File: src/rtl/core_pdn_pkg.sv
package core_pdn_pkg;

  localparam int CTL_W = 7;

  // Control vector bit positions
  localparam int B_RSTN   = 0;
  localparam int B_ISO    = 1;
  localparam int B_PON    = 2;
  localparam int B_PON2   = 3;
  localparam int B_CKOFF  = 4;
  localparam int B_SCKISO = 5;
  localparam int B_SISON  = 6;

  // Powered, released, non-isolated
  localparam logic [CTL_W-1:0] CTL_RESET = 7'h4D;

  typedef enum logic [3:0] {
    ST_IDLE, ST_KEY, ST_ISO, ST_SCKISO, ST_SISO, ST_L1,
    ST_WACK, ST_RST, ST_CKOFF, ST_POFF1, ST_POFF2, ST_WSTA
  } seq_state_e;

  typedef enum logic [3:0] {
    OP_NONE, OP_ISO, OP_SCKISO, OP_SISO, OP_L1REQ,
    OP_RST, OP_CKOFF, OP_POFF1, OP_POFF2
  } step_op_e;

endpackage

File: src/rtl/core_pdn_fsm.sv
module core_pdn_fsm
  import core_pdn_pkg::*;
#(
  parameter int NUM_CORES = 3,
  parameter int SEL_W     = 2,
  parameter int IDX_W     = 2
) (
  input  logic             clk,
  input  logic             rst_n,
  input  logic             start,
  input  logic             batch,
  input  logic [SEL_W-1:0] core_sel,
  input  logic             ack_cur,
  input  logic             off_cur,
  output logic [IDX_W-1:0] cur_idx,
  output step_op_e         step,
  output logic             key_wr,
  output logic             busy,
  output logic             done
);

  localparam logic [IDX_W-1:0] LAST_IDX = IDX_W'(NUM_CORES - 1);

  seq_state_e       state_q, state_d;
  logic [IDX_W-1:0] cur_q, cur_d;
  logic             batch_q, batch_d;
  logic             busy_q, busy_d;
  logic             done_q, done_d;
  logic             sel_ok;

  assign sel_ok = (core_sel != '0) && (core_sel <= SEL_W'(NUM_CORES));

  // Next-state logic
  always_comb begin
    state_d = state_q;
    cur_d   = cur_q;
    batch_d = batch_q;
    busy_d  = busy_q;
    done_d  = 1'b0;
    unique case (state_q)
      ST_IDLE: begin
        if (start) begin
          if (batch) begin
            cur_d   = '0;
            batch_d = 1'b1;
            busy_d  = 1'b1;
            state_d = ST_KEY;
          end else if (sel_ok) begin
            cur_d   = IDX_W'(core_sel - SEL_W'(1));
            batch_d = 1'b0;
            busy_d  = 1'b1;
            state_d = ST_KEY;
          end else begin
            done_d  = 1'b1;
          end
        end
      end
      ST_KEY:    state_d = ST_ISO;
      ST_ISO:    state_d = ST_SCKISO;
      ST_SCKISO: state_d = ST_SISO;
      ST_SISO:   state_d = ST_L1;
      ST_L1:     state_d = ST_WACK;
      ST_WACK:   if (ack_cur) state_d = ST_RST;
      ST_RST:    state_d = ST_CKOFF;
      ST_CKOFF:  state_d = ST_POFF1;
      ST_POFF1:  state_d = ST_POFF2;
      ST_POFF2:  state_d = ST_WSTA;
      ST_WSTA: begin
        if (off_cur) begin
          if (batch_q && (cur_q != LAST_IDX)) begin
            cur_d   = cur_q + IDX_W'(1);
            state_d = ST_KEY;
          end else begin
            batch_d = 1'b0;
            busy_d  = 1'b0;
            done_d  = 1'b1;
            state_d = ST_IDLE;
          end
        end
      end
      default:   state_d = ST_IDLE;
    endcase
  end

  // State registers
  always_ff @(posedge clk or negedge rst_n) begin
    if (!rst_n) begin
      state_q <= ST_IDLE;
      cur_q   <= '0;
      batch_q <= 1'b0;
      busy_q  <= 1'b0;
      done_q  <= 1'b0;
    end else begin
      state_q <= state_d;
      cur_q   <= cur_d;
      batch_q <= batch_d;
      busy_q  <= busy_d;
      done_q  <= done_d;
    end
  end

  // Step decode
  always_comb begin
    unique case (state_q)
      ST_ISO:    step = OP_ISO;
      ST_SCKISO: step = OP_SCKISO;
      ST_SISO:   step = OP_SISO;
      ST_L1:     step = OP_L1REQ;
      ST_RST:    step = OP_RST;
      ST_CKOFF:  step = OP_CKOFF;
      ST_POFF1:  step = OP_POFF1;
      ST_POFF2:  step = OP_POFF2;
      default:   step = OP_NONE;
    endcase
  end

  assign cur_idx = cur_q;
  assign key_wr  = (state_q == ST_KEY);
  assign busy    = busy_q;
  assign done    = done_q;

endmodule

File: src/rtl/core_pdn_ctlbank.sv
module core_pdn_ctlbank
  import core_pdn_pkg::*;
#(
  parameter int NUM_CORES = 3,
  parameter int IDX_W     = 2
) (
  input  logic                       clk,
  input  logic                       rst_n,
  input  logic [IDX_W-1:0]           cur_idx,
  input  step_op_e                   step,
  output logic [NUM_CORES*CTL_W-1:0] ctl_vec,
  output logic [NUM_CORES-1:0]       l1_req
);

  for (genvar g = 0; g < NUM_CORES; g++) begin : g_core
    logic [CTL_W-1:0] vec_q;
    logic             req_q;
    logic             en;

    assign en = (cur_idx == IDX_W'(g)) && (step != OP_NONE);

    always_ff @(posedge clk or negedge rst_n) begin
      if (!rst_n) begin
        vec_q <= CTL_RESET;
        req_q <= 1'b0;
      end else if (en) begin
        unique case (step)
          OP_ISO:    vec_q[B_ISO]    <= 1'b1;
          OP_SCKISO: vec_q[B_SCKISO] <= 1'b1;
          OP_SISO:   vec_q[B_SISON]  <= 1'b0;
          OP_L1REQ:  req_q           <= 1'b1;
          OP_RST:    vec_q[B_RSTN]   <= 1'b0;
          OP_CKOFF:  vec_q[B_CKOFF]  <= 1'b1;
          OP_POFF1:  vec_q[B_PON]    <= 1'b0;
          OP_POFF2:  vec_q[B_PON2]   <= 1'b0;
          default:   ;
        endcase
      end
    end

    assign ctl_vec[g*CTL_W +: CTL_W] = vec_q;
    assign l1_req[g]                 = req_q;
  end

endmodule

File: src/rtl/core_pdn_seq.sv
module core_pdn_seq
  import core_pdn_pkg::*;
#(
  parameter int              NUM_CORES = 3,
  parameter int              KEY_W     = 16,
  parameter int              WORD_W    = 32,
  parameter logic [KEY_W-1:0] CFG_KEY  = 16'h0B16,
  localparam int             SEL_W     = $clog2(NUM_CORES + 1),
  localparam int             IDX_W     = (NUM_CORES > 1) ? $clog2(NUM_CORES) : 1,
  localparam int             VEC_W     = NUM_CORES * CTL_W
) (
  input  logic                 clk,
  input  logic                 rst_n,
  input  logic                 start,
  input  logic                 batch,
  input  logic [SEL_W-1:0]     core_sel,
  input  logic [NUM_CORES-1:0] l1_ack,
  input  logic [NUM_CORES-1:0] sta_pri,
  input  logic [NUM_CORES-1:0] sta_sec,
  output logic [VEC_W-1:0]     ctl_vec,
  output logic [NUM_CORES-1:0] l1_req,
  output logic                 key_wr,
  output logic [WORD_W-1:0]    key_word,
  output logic                 busy,
  output logic                 done
);

  logic [1:0]       rst_sync_q;
  logic             rst_n_int;
  logic [IDX_W-1:0] cur_idx;
  step_op_e         step;
  logic             ack_cur;
  logic             off_cur;

  // Asynchronous assert, synchronous release
  always_ff @(posedge clk or negedge rst_n) begin
    if (!rst_n) rst_sync_q <= '0;
    else        rst_sync_q <= {rst_sync_q[0], 1'b1};
  end
  assign rst_n_int = rst_sync_q[1];

  // Pick the selected core's acknowledge and status bits
  always_comb begin
    ack_cur = 1'b0;
    off_cur = 1'b0;
    for (int i = 0; i < NUM_CORES; i++) begin
      if (cur_idx == IDX_W'(i)) begin
        ack_cur = l1_ack[i];
        off_cur = !sta_pri[i] && !sta_sec[i];
      end
    end
  end

  core_pdn_fsm #(
    .NUM_CORES (NUM_CORES),
    .SEL_W     (SEL_W),
    .IDX_W     (IDX_W)
  ) u_fsm (
    .clk      (clk),
    .rst_n    (rst_n_int),
    .start    (start),
    .batch    (batch),
    .core_sel (core_sel),
    .ack_cur  (ack_cur),
    .off_cur  (off_cur),
    .cur_idx  (cur_idx),
    .step     (step),
    .key_wr   (key_wr),
    .busy     (busy),
    .done     (done)
  );

  core_pdn_ctlbank #(
    .NUM_CORES (NUM_CORES),
    .IDX_W     (IDX_W)
  ) u_bank (
    .clk     (clk),
    .rst_n   (rst_n_int),
    .cur_idx (cur_idx),
    .step    (step),
    .ctl_vec (ctl_vec),
    .l1_req  (l1_req)
  );

  assign key_word = key_wr ? {CFG_KEY, {(WORD_W-KEY_W-1){1'b0}}, 1'b1} : '0;

endmodule

File: config.mk
export PLATFORM = sky130hd
export DESIGN_NAME = core_pdn_seq
export DESIGN_NICKNAME = d
export VERILOG_FILES = /design/src/rtl/core_pdn_pkg.sv /design/src/rtl/core_pdn_fsm.sv /design/src/rtl/core_pdn_ctlbank.sv /design/src/rtl/core_pdn_seq.sv
export SDC_FILE = /design/constraint.sdc
export NUM_CORES = 1
export LEC_CHECK = 0
export BUFFER_PORTS_ARGS = -buffer_cell sky130_fd_sc_hd__buf_2
export CAP_MARGIN = 20
export CORE_MARGIN = 3
export CORE_UTILIZATION = 44
export CTS_BUF_LIST = sky130_fd_sc_hd__clkbuf_2 sky130_fd_sc_hd__clkbuf_4 sky130_fd_sc_hd__clkbuf_8
export DETAILED_ROUTE_END_ITERATION = 10
export GPL_TIMING_DRIVEN = 1
export PLACE_DENSITY = 0.73
export REMOVE_ABC_BUFFERS = 1
export SLEW_MARGIN = 30
export SYNTH_ARGS = -nofsm -noshare
export SYNTH_HDL_FRONTEND = slang
export SYNTH_SLANG_ARGS = --single-unit
File: constraint.sdc
create_clock -name clk -period 3.5 [get_ports clk]
set_input_delay 0.175 -clock clk [delete_from_list [all_inputs] [get_ports clk]]
set_output_delay 0.175 -clock clk [all_outputs]
set_load 0.02 [all_outputs]
==> summary.txt <==
Setup path
  • Reg2Reg Depth: 7
  • Setup slack on the worst flop-to-flop path: between 1000 and 1500 ps
  • Worst reg2reg path endpoint: u_fsm.state_q[0]
  • Crit path kind: flip-flop to flip-flop
  • CP Data Arrival Time: approximately 2500 ps
  • Required time worst endpoint: 3710 ps
  • Crit Reg-Reg Startpoint: u_fsm.cur_idx[0]
  • Startpoint types: flip-flop
  • Worst-path fanout max: 14
  • Critical path endpoint category: flip-flop

Synth
  • Seq/Total Area, Yosys: a little over two fifths
  • Post-synth top area cell: dfrtp_1
  • EDFF count, synth: 0
  • Compound-Gate Fraction of Synth Area: 21.3%
  • Syn Inst Count: ~210
  • Cell with the most instances after synthesis: buf_4
  • Asr flop ratio synth: 100%
  • Adder-Cell Fraction of Synth Area: ~5.9%
  • Largest family of logic cells by synthesized area: compound AO/OA/AOI/OAI gates
  • Post-Synth Simple-Gate Area: between 10% and 20%
  • Post-synthesis mux area share: about 1.9%
  • Synth area leaders: dfrtp_1, dfstp_2, buf_4
  • Ys flop type: dfrtp_1
  • Distinct cells, synth: 47
  • Post-synthesis xor/xnor area fraction: 0%
  • Yosys warns: 0
  • Synth top area share: approximately 27%
  • Mean Syn Cell Area: just over 10 um^2
  • Synthesized cell area: 2140 um^2
  • Synth top cells by count: buf_4, dfrtp_1, dfstp_2, nand2_1
  • FF+latch count, synth: 35

Clock network
  • Clk slew on worst S/H paths: roughly 70 ps
  • TritonCTS buffer count: 5
  • Clock Latency Late Sink: 280 ps
  • Max Buffers Root-to-Sink: 2
  • Root Buffer: clkbuf_8
  • H-tree Lvls: 2
  • Buffer count from post-CTS setup fixing: 0
  • CTS Sinks: 35
  • CTS tree: yes
  • CTS resizes: 0

Floorplanning
  • Io pins: between 70 and 80
  • Die Span Y: 75.7 um
  • Initial core utilization: 47.4%
  • Die area: approximately 5700 um^2
  • Die W: 75.7 um
  • Row cnt: 24
  • Core region area: between 4000 and 5000 um^2

GRT
  • GRT Util Overall: between 10% and 20%
  • GRT met1 Usage: between 20% and 30%
  • Met3 Resource Use GR: 4.35%
  • Global route hottest layer: met2
  • Global route overflow: 0
  • Vias in the first global route: 1452
  • Initial antenna violation count: 0
  • First-pass GRT wire length: 6870 um
  • Largest net degree at the start of global routing: 22
  • Met2 usage: 25.2%

Worst hold path
  • HP Class: primary input to flip-flop
  • Hold Path Origin: start
  • End of the worst hold path: u_fsm.done
  • Hold depth: 3

Detailed routing
  • Final ANT Viol Nets: 0
  • Routed WL per cell: ~14 um
  • DRC errors left: 0
  • Vias: between 1500 and 2000
  • Initial DRC count: 54
  • Drt total wl: about 4300 um
  • Vias per cell: between 5 and 6
  • First-pass DRT Iterations: 4

Pwr
  • Leak: around 1.2 nW
  • Net Sw Frac: 43.7%
  • Overall power: around 2.1 mW
  • Power density cells: ~900 nW/um^2
  • Max VDD drop: 0.000564 V
  • Power share of the clock group: between 20% and 30%
  • Pint: around 1.2 mW
  • Sequential Power Share: between 20 and 30%
  • Sw power: around 0.94 mW
  • Comb power frac: approximately half

Flow run
  • Max Cap Violations: 0

Outcome
  • Status: finished clean

Layout
  • Multi-input logic area: slightly below 1000 um^2
  • Layout cells sized above 1: between 30% and 40%
  • Post-route cell area: 2370 um^2
  • Synthesis-to-layout area growth: 11.1%
  • Fillers: approximately 440
  • N_diodes: 0
  • Seq. cell area: between 800 and 900 um^2
  • Final #Nets: around 280

STA
  • Hold Violations, Final: 0
  • RSZ-0062 raised after global routing: false
  • Final Slew Violations: 0
  • Final period util: between 60% and 70%
  • Final Setup Violations: 0
  • Setup slack after layout: 1260 ps
  • TNS Setup: 0 ps
  • Slew @ Worst Pin: approximately 570 ps
  • Hold Slack: slightly below 200 ps
  • Relative slew slack: approximately 62%
  • Fin crit period: between 2000 and 2500 ps
  • Final Skew: between 5 and 6 ps
  • Max Fclk: 0.446 GHz

Placement
  • DP HPWL: 3300 um
  • Setup WS pre-CTS: around 1300 ps
  • RD Place Congestion: ~0.89
  • Buffers on Ports: 48
  • Placed cell areas: between 2000 and 2500 um^2
final cells by class:
cell class	instances	share of cell area, %
tap	52	2.74
multi-input combinational	149	41.7
timing repair buffer	50	10.9
clock buffer	6	3.22
inverter	9	1.42
clock inverter	2	2.53
sequential	35	37.5
cell families after synthesis:
kind of cell | count (synthesis)
fa+ha+maj | 10
compound gates | 62
flops | 35
other cells | 2
buf+inv | 52
simple gates | 47
mux | 4
registers in the layout (all words and copies together), names as in the netlist:
register	flops
u_fsm.batch_q	1
u_fsm.state_q	4
u_bank.g_core.req_q	3
u_fsm.cur_idx	2
u_fsm.busy	1
rst_sync_q	2
u_fsm.done	1
u_bank.g_core.vec_q	21
worst max-delay path, cell delays in order, from the launching register on:
cell	delay, ps
dfrtp_1	410
inv_1	110
ha_1	470
nor4b_1	120
a21o_1	180
a21oi_1	410
a211o_1	280
mux2i_1	200
how the worst max path moves through the flow:
stage	depth (start not counted)	from	endpoint	slack (ps)
4_1_cts	7	u_fsm.cur_idx[0]	u_fsm.state_q[0]	1250
3_5_place_dp	7	u_fsm.cur_idx[0]	u_fsm.state_q[0]	1260
5_1_grt	7	u_fsm.cur_idx[0]	u_fsm.state_q[1]	1080
6_report	7	u_fsm.cur_idx[0]	u_fsm.state_q[0]	1260
3_3_place_gp	7	u_fsm.cur_idx[0]	u_fsm.state_q[1]	1400
2_1_floorplan	3	u_fsm.state_q[1]	key_word[0]	1400
metal layers:
metal | part of all wire (%) | vias up
met3 | 6.4 | 2
met5 | 0 | -
met4 | 0.28 | 0
met1 | 45 | 739
met2 | 48 | 55
li1 | - | 749
power groups by stage:
stage | Sequential (mW) | Clock [mW] | Combinational (mW)
global route | 0.653 | 0.465 | 1.20
finish | 0.632 | 0.438 | 1.08
CTS | 0.633 | 0.445 | 1.09
floorplan | 0.691 | 0 | 0.730
detailed placement | 0.639 | 0 | 1.08
global placement | 0.636 | 0 | 1.06
layout by cell type, fill, tap and decap left out, types with 7 or more instances in the layout:
cell type	n
buf_2	48
conb_1	26
dfrtp_1	23
nand2_1	12
dfstp_2	12
nor2_1	10
a21o_1	10
ha_1	10
inv_1	9
a21oi_1	7
o21ai_0	7
stage by stage:
stage | cells | util [%]
after floorplan | 193 | -
after global placement | 294 | 49.4
after detailed placement | 294 | 49.4
after CTS | 303 | 52.7
after global routing | 303 | 52.7
final | 303 | 52.7
what timing repair did:
action,CTS,global route
hold buffers,1,0
endpoints found under the setup margin,0,0
hold endpoints to repair,2,0
No activity file was read; power rests on OpenSTA's default activity.
